`config.mk`:
```
export PLATFORM = sky130hd
export DESIGN_NAME = slot_aligned_read_backend
export DESIGN_NICKNAME = d
export VERILOG_FILES = /design/src/rtl/slot_read_pkg.sv /design/src/rtl/slot_rotator.sv /design/src/rtl/bank_read_ctrl.sv /design/src/rtl/slot_bus_mux.sv /design/src/rtl/slot_aligned_read_backend.sv
export SDC_FILE = /design/constraint.sdc
export NUM_CORES = 1
export LEC_CHECK = 0
export ABC_AREA = 1
export BUFFER_PORTS_ARGS = -buffer_cell sky130_fd_sc_hd__buf_2
export CAP_MARGIN = 20
export CORE_ASPECT_RATIO = 1.1
export CORE_MARGIN = 2
export CORE_UTILIZATION = 30
export DETAILED_ROUTE_END_ITERATION = 12
export SLEW_MARGIN = 20
export SYNTH_ARGS = -nofsm -noshare
export SYNTH_HDL_FRONTEND = slang
export SYNTH_SLANG_ARGS = --single-unit
```
`constraint.sdc`:
```
create_clock -name clk -period 1.7 [get_ports clk]
set_input_delay 0.34 -clock clk [delete_from_list [all_inputs] [get_ports clk]]
set_output_delay 0.34 -clock clk [all_outputs]
set_load 0.01 [all_outputs]
```
`src/rtl/slot_read_pkg.sv`:
```
package slot_read_pkg;

    typedef enum logic [2:0] {
        ST_IDLE = 3'd0,
        ST_PEND = 3'd1,
        ST_RASD = 3'd2,
        ST_WAIT = 3'd3,
        ST_HOLD = 3'd4
    } bank_state_e;

    function automatic int unsigned max_of(input int unsigned a, input int unsigned b);
        return (a > b) ? a : b;
    endfunction

endpackage

```
`src/rtl/slot_rotator.sv`:
```
module slot_rotator #(
    parameter int unsigned NTHR  = 4,
    parameter int unsigned TID_W = $clog2(NTHR)
) (
    input  logic             clk,
    input  logic             rst_n,
    output logic [TID_W-1:0] slot_q
);

    logic [TID_W-1:0] slot_d;

    always_comb begin
        if (slot_q == TID_W'(NTHR - 1)) begin
            slot_d = '0;
        end else begin
            slot_d = slot_q + TID_W'(1);
        end
    end

    always_ff @(posedge clk) begin
        if (!rst_n) begin
            slot_q <= '0;
        end else begin
            slot_q <= slot_d;
        end
    end

    // the rotation advances by one each cycle and wraps after the last thread
    assert_slot_step_R2: assert property (@(posedge clk) disable iff (!rst_n)
        (slot_q != TID_W'(NTHR - 1)) |=> (slot_q == $past(slot_q) + TID_W'(1)));

    assert_slot_wrap_R2: assert property (@(posedge clk) disable iff (!rst_n)
        (slot_q == TID_W'(NTHR - 1)) |=> (slot_q == '0));

endmodule

```
`src/rtl/bank_read_ctrl.sv`:
```
module bank_read_ctrl
    import slot_read_pkg::*;
#(
    parameter int unsigned ID       = 0,
    parameter int unsigned NTHR     = 4,
    parameter int unsigned TID_W    = $clog2(NTHR),
    parameter int unsigned ROW_W    = 14,
    parameter int unsigned COL_W    = 10,
    parameter int unsigned DATA_W   = 32,
    parameter int unsigned RD_DELAY = 14,
    parameter int unsigned CNT_W    = $clog2(RD_DELAY + 1)
) (
    input  logic                   clk,
    input  logic                   rst_n,
    input  logic [TID_W-1:0]       slot_i,
    input  logic                   req_valid_i,
    input  logic [ROW_W+COL_W-1:0] req_addr_i,
    output logic                   req_ready_o,
    output logic                   ras_o,
    output logic                   cas_o,
    output logic [ROW_W-1:0]       row_o,
    output logic [COL_W-1:0]       col_o,
    input  logic [DATA_W-1:0]      rdata_i,
    output logic                   rsp_valid_o,
    output logic [DATA_W-1:0]      rsp_data_o
);

    typedef struct packed {
        bank_state_e       st;
        logic [ROW_W-1:0]  row;
        logic [COL_W-1:0]  col;
        logic [CNT_W-1:0]  cnt;
        logic [DATA_W-1:0] data;
    } bank_reg_t;

    bank_reg_t bank_d, bank_q;
    logic      my_slot;

    assign my_slot = (slot_i == TID_W'(ID));

    always_comb begin
        bank_d = bank_q;
        unique case (bank_q.st)
            ST_IDLE: begin
                if (req_valid_i) begin
                    bank_d.row = req_addr_i[ROW_W+COL_W-1:COL_W];
                    bank_d.col = req_addr_i[COL_W-1:0];
                    bank_d.st  = ST_PEND;
                end
            end
            ST_PEND: begin
                if (my_slot) begin
                    bank_d.cnt = CNT_W'(RD_DELAY - 1);
                    bank_d.st  = ST_RASD;
                end
            end
            ST_RASD: begin
                bank_d.cnt = bank_q.cnt - CNT_W'(1);
                if (my_slot) begin
                    bank_d.st = ST_WAIT;
                end
            end
            ST_WAIT: begin
                if (bank_q.cnt == '0) begin
                    bank_d.data = rdata_i;
                    bank_d.st   = ST_HOLD;
                end else begin
                    bank_d.cnt = bank_q.cnt - CNT_W'(1);
                end
            end
            ST_HOLD: begin
                if (my_slot) begin
                    bank_d.st = ST_IDLE;
                end
            end
            default: bank_d.st = ST_IDLE;
        endcase
    end

    always_ff @(posedge clk) begin
        if (!rst_n) begin
            bank_q <= '{st: ST_IDLE, row: '0, col: '0, cnt: '0, data: '0};
        end else begin
            bank_q <= bank_d;
        end
    end

    assign req_ready_o = (bank_q.st == ST_IDLE);
    assign ras_o       = my_slot && (bank_q.st == ST_PEND);
    assign cas_o       = my_slot && (bank_q.st == ST_RASD);
    assign row_o       = bank_q.row;
    assign col_o       = bank_q.col;
    assign rsp_valid_o = my_slot && (bank_q.st == ST_HOLD);
    assign rsp_data_o  = rsp_valid_o ? bank_q.data : '0;

    // an accepted request closes the buffer in the following cycle
    assert_accept_blocks_R9: assert property (@(posedge clk) disable iff (!rst_n)
        (req_valid_i && req_ready_o) |=> !req_ready_o);

    // the read-delay counter starts from the full delay right after RAS
    assert_delay_load_R6: assert property (@(posedge clk) disable iff (!rst_n)
        ras_o |=> (bank_q.cnt == CNT_W'(RD_DELAY - 1)));

    // the CAS slot is reached before the data delay runs out
    assert_cas_before_data_R5: assert property (@(posedge clk) disable iff (!rst_n)
        (bank_q.st == ST_RASD) |-> (bank_q.cnt != '0));

    // the return strobe lasts one cycle and frees the buffer
    assert_rsp_pulse_R7: assert property (@(posedge clk) disable iff (!rst_n)
        rsp_valid_o |=> (!rsp_valid_o && req_ready_o));

endmodule

```
`src/rtl/slot_bus_mux.sv`:
```
module slot_bus_mux #(
    parameter int unsigned NTHR   = 4,
    parameter int unsigned TID_W  = $clog2(NTHR),
    parameter int unsigned ROW_W  = 14,
    parameter int unsigned COL_W  = 10,
    parameter int unsigned CMD_AW = 14,
    parameter int unsigned DATA_W = 32
) (
    input  logic [NTHR-1:0]        ras_i,
    input  logic [NTHR-1:0]        cas_i,
    input  logic [NTHR*ROW_W-1:0]  row_i,
    input  logic [NTHR*COL_W-1:0]  col_i,
    input  logic [NTHR*DATA_W-1:0] rsp_data_i,
    output logic                   cmd_valid_o,
    output logic                   cmd_cas_o,
    output logic [TID_W-1:0]       cmd_bank_o,
    output logic [CMD_AW-1:0]      cmd_addr_o,
    output logic [DATA_W-1:0]      rsp_data_o
);

    always_comb begin
        cmd_valid_o = 1'b0;
        cmd_cas_o   = 1'b0;
        cmd_bank_o  = '0;
        cmd_addr_o  = '0;
        rsp_data_o  = '0;
        for (int b = 0; b < int'(NTHR); b++) begin
            if (ras_i[b]) begin
                cmd_valid_o = 1'b1;
                cmd_cas_o   = 1'b0;
                cmd_bank_o  = TID_W'(b);
                cmd_addr_o  = CMD_AW'(row_i[b*ROW_W +: ROW_W]);
            end
            if (cas_i[b]) begin
                cmd_valid_o = 1'b1;
                cmd_cas_o   = 1'b1;
                cmd_bank_o  = TID_W'(b);
                cmd_addr_o  = CMD_AW'(col_i[b*COL_W +: COL_W]);
            end
            rsp_data_o = rsp_data_o | rsp_data_i[b*DATA_W +: DATA_W];
        end
    end

endmodule

```
`src/rtl/slot_aligned_read_backend.sv`:
```
module slot_aligned_read_backend
    import slot_read_pkg::*;
#(
    parameter int unsigned NTHR   = 4,
    parameter int unsigned BL     = 8,
    parameter int unsigned ROW_W  = 14,
    parameter int unsigned COL_W  = 10,
    parameter int unsigned DATA_W = 32,
    localparam int unsigned TID_W    = $clog2(NTHR),
    localparam int unsigned ADDR_W   = ROW_W + COL_W,
    localparam int unsigned CMD_AW   = max_of(ROW_W, COL_W),
    localparam int unsigned RD_DELAY = 10 + BL / 2,
    localparam int unsigned CNT_W    = $clog2(RD_DELAY + 1)
) (
    input  logic                   clk,
    input  logic                   rst_n,
    input  logic [NTHR-1:0]        req_valid,
    input  logic [NTHR*ADDR_W-1:0] req_addr,
    output logic [NTHR-1:0]        req_ready,
    input  logic [DATA_W-1:0]      dram_rdata,
    output logic                   cmd_valid,
    output logic                   cmd_cas,
    output logic [TID_W-1:0]       cmd_bank,
    output logic [CMD_AW-1:0]      cmd_addr,
    output logic [NTHR-1:0]        rsp_valid,
    output logic [DATA_W-1:0]      rsp_data
);

    logic [TID_W-1:0]       slot_q;
    logic [NTHR-1:0]        ras_v;
    logic [NTHR-1:0]        cas_v;
    logic [NTHR*ROW_W-1:0]  row_v;
    logic [NTHR*COL_W-1:0]  col_v;
    logic [NTHR*DATA_W-1:0] rdat_v;

    slot_rotator #(
        .NTHR (NTHR),
        .TID_W(TID_W)
    ) u_slot (
        .clk   (clk),
        .rst_n (rst_n),
        .slot_q(slot_q)
    );

    for (genvar g = 0; g < int'(NTHR); g++) begin : g_bank
        bank_read_ctrl #(
            .ID      (g),
            .NTHR    (NTHR),
            .TID_W   (TID_W),
            .ROW_W   (ROW_W),
            .COL_W   (COL_W),
            .DATA_W  (DATA_W),
            .RD_DELAY(RD_DELAY),
            .CNT_W   (CNT_W)
        ) u_bank (
            .clk        (clk),
            .rst_n      (rst_n),
            .slot_i     (slot_q),
            .req_valid_i(req_valid[g]),
            .req_addr_i (req_addr[g*ADDR_W +: ADDR_W]),
            .req_ready_o(req_ready[g]),
            .ras_o      (ras_v[g]),
            .cas_o      (cas_v[g]),
            .row_o      (row_v[g*ROW_W +: ROW_W]),
            .col_o      (col_v[g*COL_W +: COL_W]),
            .rdata_i    (dram_rdata),
            .rsp_valid_o(rsp_valid[g]),
            .rsp_data_o (rdat_v[g*DATA_W +: DATA_W])
        );
    end

    slot_bus_mux #(
        .NTHR  (NTHR),
        .TID_W (TID_W),
        .ROW_W (ROW_W),
        .COL_W (COL_W),
        .CMD_AW(CMD_AW),
        .DATA_W(DATA_W)
    ) u_mux (
        .ras_i      (ras_v),
        .cas_i      (cas_v),
        .row_i      (row_v),
        .col_i      (col_v),
        .rsp_data_i (rdat_v),
        .cmd_valid_o(cmd_valid),
        .cmd_cas_o  (cmd_cas),
        .cmd_bank_o (cmd_bank),
        .cmd_addr_o (cmd_addr),
        .rsp_data_o (rsp_data)
    );

    // the bus owner is always the bank of the current slot
    assert_bus_owner_R2: assert property (@(posedge clk) disable iff (!rst_n)
        cmd_valid |-> (cmd_bank == slot_q));

    // no two banks drive the command bus together
    assert_single_driver_R3: assert property (@(posedge clk) disable iff (!rst_n)
        $onehot0(ras_v | cas_v));

    // at most one thread receives data per cycle
    assert_one_return_R7: assert property (@(posedge clk) disable iff (!rst_n)
        $onehot0(rsp_valid));

endmodule

```
==> results.txt <==
Hold buffer count at cts: 0
DRT antenna net count: 0
Slowest CP cell: dfxtp_4
Relative slew slack: 67.4%
Ys Warns: 0
GRT Util Overall: 19.2%
Dpl hpwl: 25800 microns
Num CTS Buffers: 29
Hold Slack: 19.4 ps
Worst-Skew Late Latency: 550 ps
Clock slew at reported path FFs: 60 ps
Die Y-Extent: 209 microns
Total clock sinks: 254
Status: finished, violations left
Vias in the first global route: 11463
Switch Pwr: 7.37 mW
Initial Utilization: 30.2%
Max VDD drop: 0.000902 V
Post-Syn Nets: 1818
Number of synthesized flops with an enable pin: 0
Post-DP Area: 13700 sq um
H-tree levels: 1
Grt ovf: 0
Crit Path Max Fanout: 9
DR vias: 11944
Routed WL: 40900 microns
Most frequent cells after synthesis: 400 x nand2_1, 339 x nor2_1, 254 x dfxtp_1, 199 x o21ai_0, 104 x a21oi_1
Top area cells in the synthesized netlist: dfxtp_1 44%, nand2_1 13%, nor2_1 11%
Via density: 4.85
Tightest Pin Transition: 488 ps
IO Port Bufs: 191
Worst setup path startpoint: u_slot.slot_q[0]$_SDFF_PP0_
Post-route DRC: 0
Failing checks: setup timing
Asr flop ratio synth: 0%
Sequential Power Share: 36.5%
Crit path kind: register to primary output
Final Instance Area: 16100 sq um
Synth Cell Area: 11500 sq um
Synth Flop Type: dfxtp_1
Row count: 75
Filler instances: 3844
Pwr dens: 1320 nW/um^2
Min Tclk post-route: 2520 ps
Critical path, cell by cell: inv_4 -> ha_4 -> buf_6 -> nand3_4 -> inv_4 -> buf_4 -> nand3_1 -> o21ai_2 -> a21oi_2 -> nand2_1 -> buf_2
Max-slew violation count: 0
Total power: 21.3 mW
Share of the synthesized area in the top cell type: 44.4%
Top cell type by total area after synthesis: dfxtp_1
Most frequent CP cell: inv_4
Achievable Freq: 397 MHz
Skew final: 14.6 ps
# nets final: 2086
Sw Ratio: 34.7%
CTS tree: yes
#FFs+latches synth: 254
R2R Path Start: g_bank[0].u_bank.bank_q[62]$_SDFFE_PN0P_
Initial antenna violation count: 2
Total core area: 37900 sq um
Synth-to-Final Area Change: 40.1%
Routed wire length per instance: 16.6 microns
Sequential share of the synthesized area: 44.4%
Clk pwr share: 29.2%
CP Launch Type: register
Dominant cell by count in the synthesized netlist: nand2_1
Crit-path max cell delay: 380 ps
Worst slack at placement: -375 ps
Library cells used by synthesis: 34
CP arrival: 2180 ps
Clk root buf: clkbuf_16
CP required: 1360 ps
Max-cap violations: 0
Final period util: 148%
Kind of end point of the critical path: primary output
Boundary pin count: 192
Setup-failing EPs final: 58
First-pass GRT wire length: 61100 microns
Path type of the worst min-delay path: input port to register
Final hold viol count: 0
Router iterations before antenna repair: 5
Placer Congestion: 0.926
Largest net degree at the start of global routing: 110
Worst setup margin: -820 ps
DRT iter0 DRCs: 795
P_int: 13.9 mW
Core Util, Final: 42.4%
Post-Synthesis Cells: 1672
Share of cells above drive strength 1: 28.1%
Logic pwr share: 34.3%
Die area: 39800 sq um
RSZ-0062 raised after global routing: yes
Syn Area/Cell: 6.86 sq um
Beginning of the worst hold path: req_addr[69]
P_leak: 7.28 nW
Chip width: 190 microns
CTS max path bufs: 3
-- sequential cells by signal (all words and copies together), names as in the netlist --
register	flops
g_bank.u_bank.col_o	40
g_bank.u_bank.row_o	56
g_bank.u_bank.bank_q	156
u_slot.slot_q	2
-- cell usage in the layout (no fill, tap or decap), types with 7 or more instances in the layout --
master,instances
nand2_1,342
nor2_1,331
dfxtp_1,242
buf_2,172
o21ai_0,165
a21oi_1,92
buf_4,90
nand3_1,75
inv_1,61
nand2_2,38
clkbuf_16,38
buf_6,33
nand4_1,32
buf_12,30
o21ai_1,28
nand2_4,23
inv_4,18
nor2_4,15
a21oi_2,12
inv_2,11
ha_1,8
clkinv_2,7
-- power by group through the flow --
stage / Sequential, mW / Clock [mW] / Combinational, mW
global placement: 7.77 / 0 / 5.88
global route: 7.88 / 6.61 / 8.08
floorplan: 7.60 / 0 / 3.85
finish: 7.78 / 6.21 / 7.29
CTS: 7.72 / 6.30 / 6.77
detailed placement: 7.79 / 0 / 5.99
-- logic make-up after synthesis --
| group | share of synthesized area, % |
|---|---|
| compound gates | 14.5 |
| simple gates | 32.0 |
| flops | 44.4 |
| xor+xnor | 0.153 |
| fa+ha+maj | 1.31 |
| buf+inv | 7.71 |
-- per-stage QoR --
step / std cells / setup TNS [ps]
2_1_floorplan: 1672 / 0
3_3_place_gp: 2364 / -9660
3_5_place_dp: 2364 / -11200
4_1_cts: 2442 / -39590
5_1_grt: 2459 / -44780
6_report: 2462 / -39230
-- final timing paths --
| kind | end | slack (ps) | cells past startpoint |
|---|---|---|---|
| min | g_bank[2].u_bank.row_o[11]$_SDFFE_PN0P_ | 20 | 3 |
| min reg2reg | g_bank[3].u_bank.col_o[4]$_SDFFE_PN0P_ | 460 | 2 |
| max reg2reg | g_bank[0].u_bank.bank_q[23]$_SDFFE_PN0P_ | 40 | 10 |
| max | cmd_addr[6] | -820 | 11 |
-- area by class of cell --
| cell class | instances | area, sq um | share of cell area [%] |
|---|---|---|---|
| diodes | 3 | 7.51 | 0.0467 |
| well taps | 500 | 626 | 3.90 |
| flip-flops and latches | 254 | 5110 | 31.8 |
| clock buffers | 38 | 790 | 4.92 |
| multi-input cells | 1219 | 6020 | 37.5 |
| clock inverters | 12 | 141 | 0.880 |
| inverters | 94 | 428 | 2.66 |
| repair buffers | 342 | 2940 | 18.3 |
-- per-layer routing --
layer	vias up	share of wire, %	routed length [microns]	GRT usage [%]
met2	407	48	19500	33.9
met4	2	3.0	1220	5.37
met1	5523	42	17100	24.1
met3	72	7.5	3070	2.99
li1	5940	-	-	-
met5	-	0.039	16	0
-- critical path: cells and delay by family, from the launching register on --
family	cells	cell delay [ps]
DFF	1	380
buffers and inverters	5	530
AOI/OAI and AO/OA	2	270
and+or+nand+nor	3	280
adders and majority gates	1	170
-- repair_timing --
action / CTS / global route
endpoints found under the setup margin: 61 / 143
gates resized for setup: 128 / 143
pin swaps: 21 / 21
gates cloned: 7 / 10
setup buffers: 22 / 8
(Power assumes the default switching activity.)
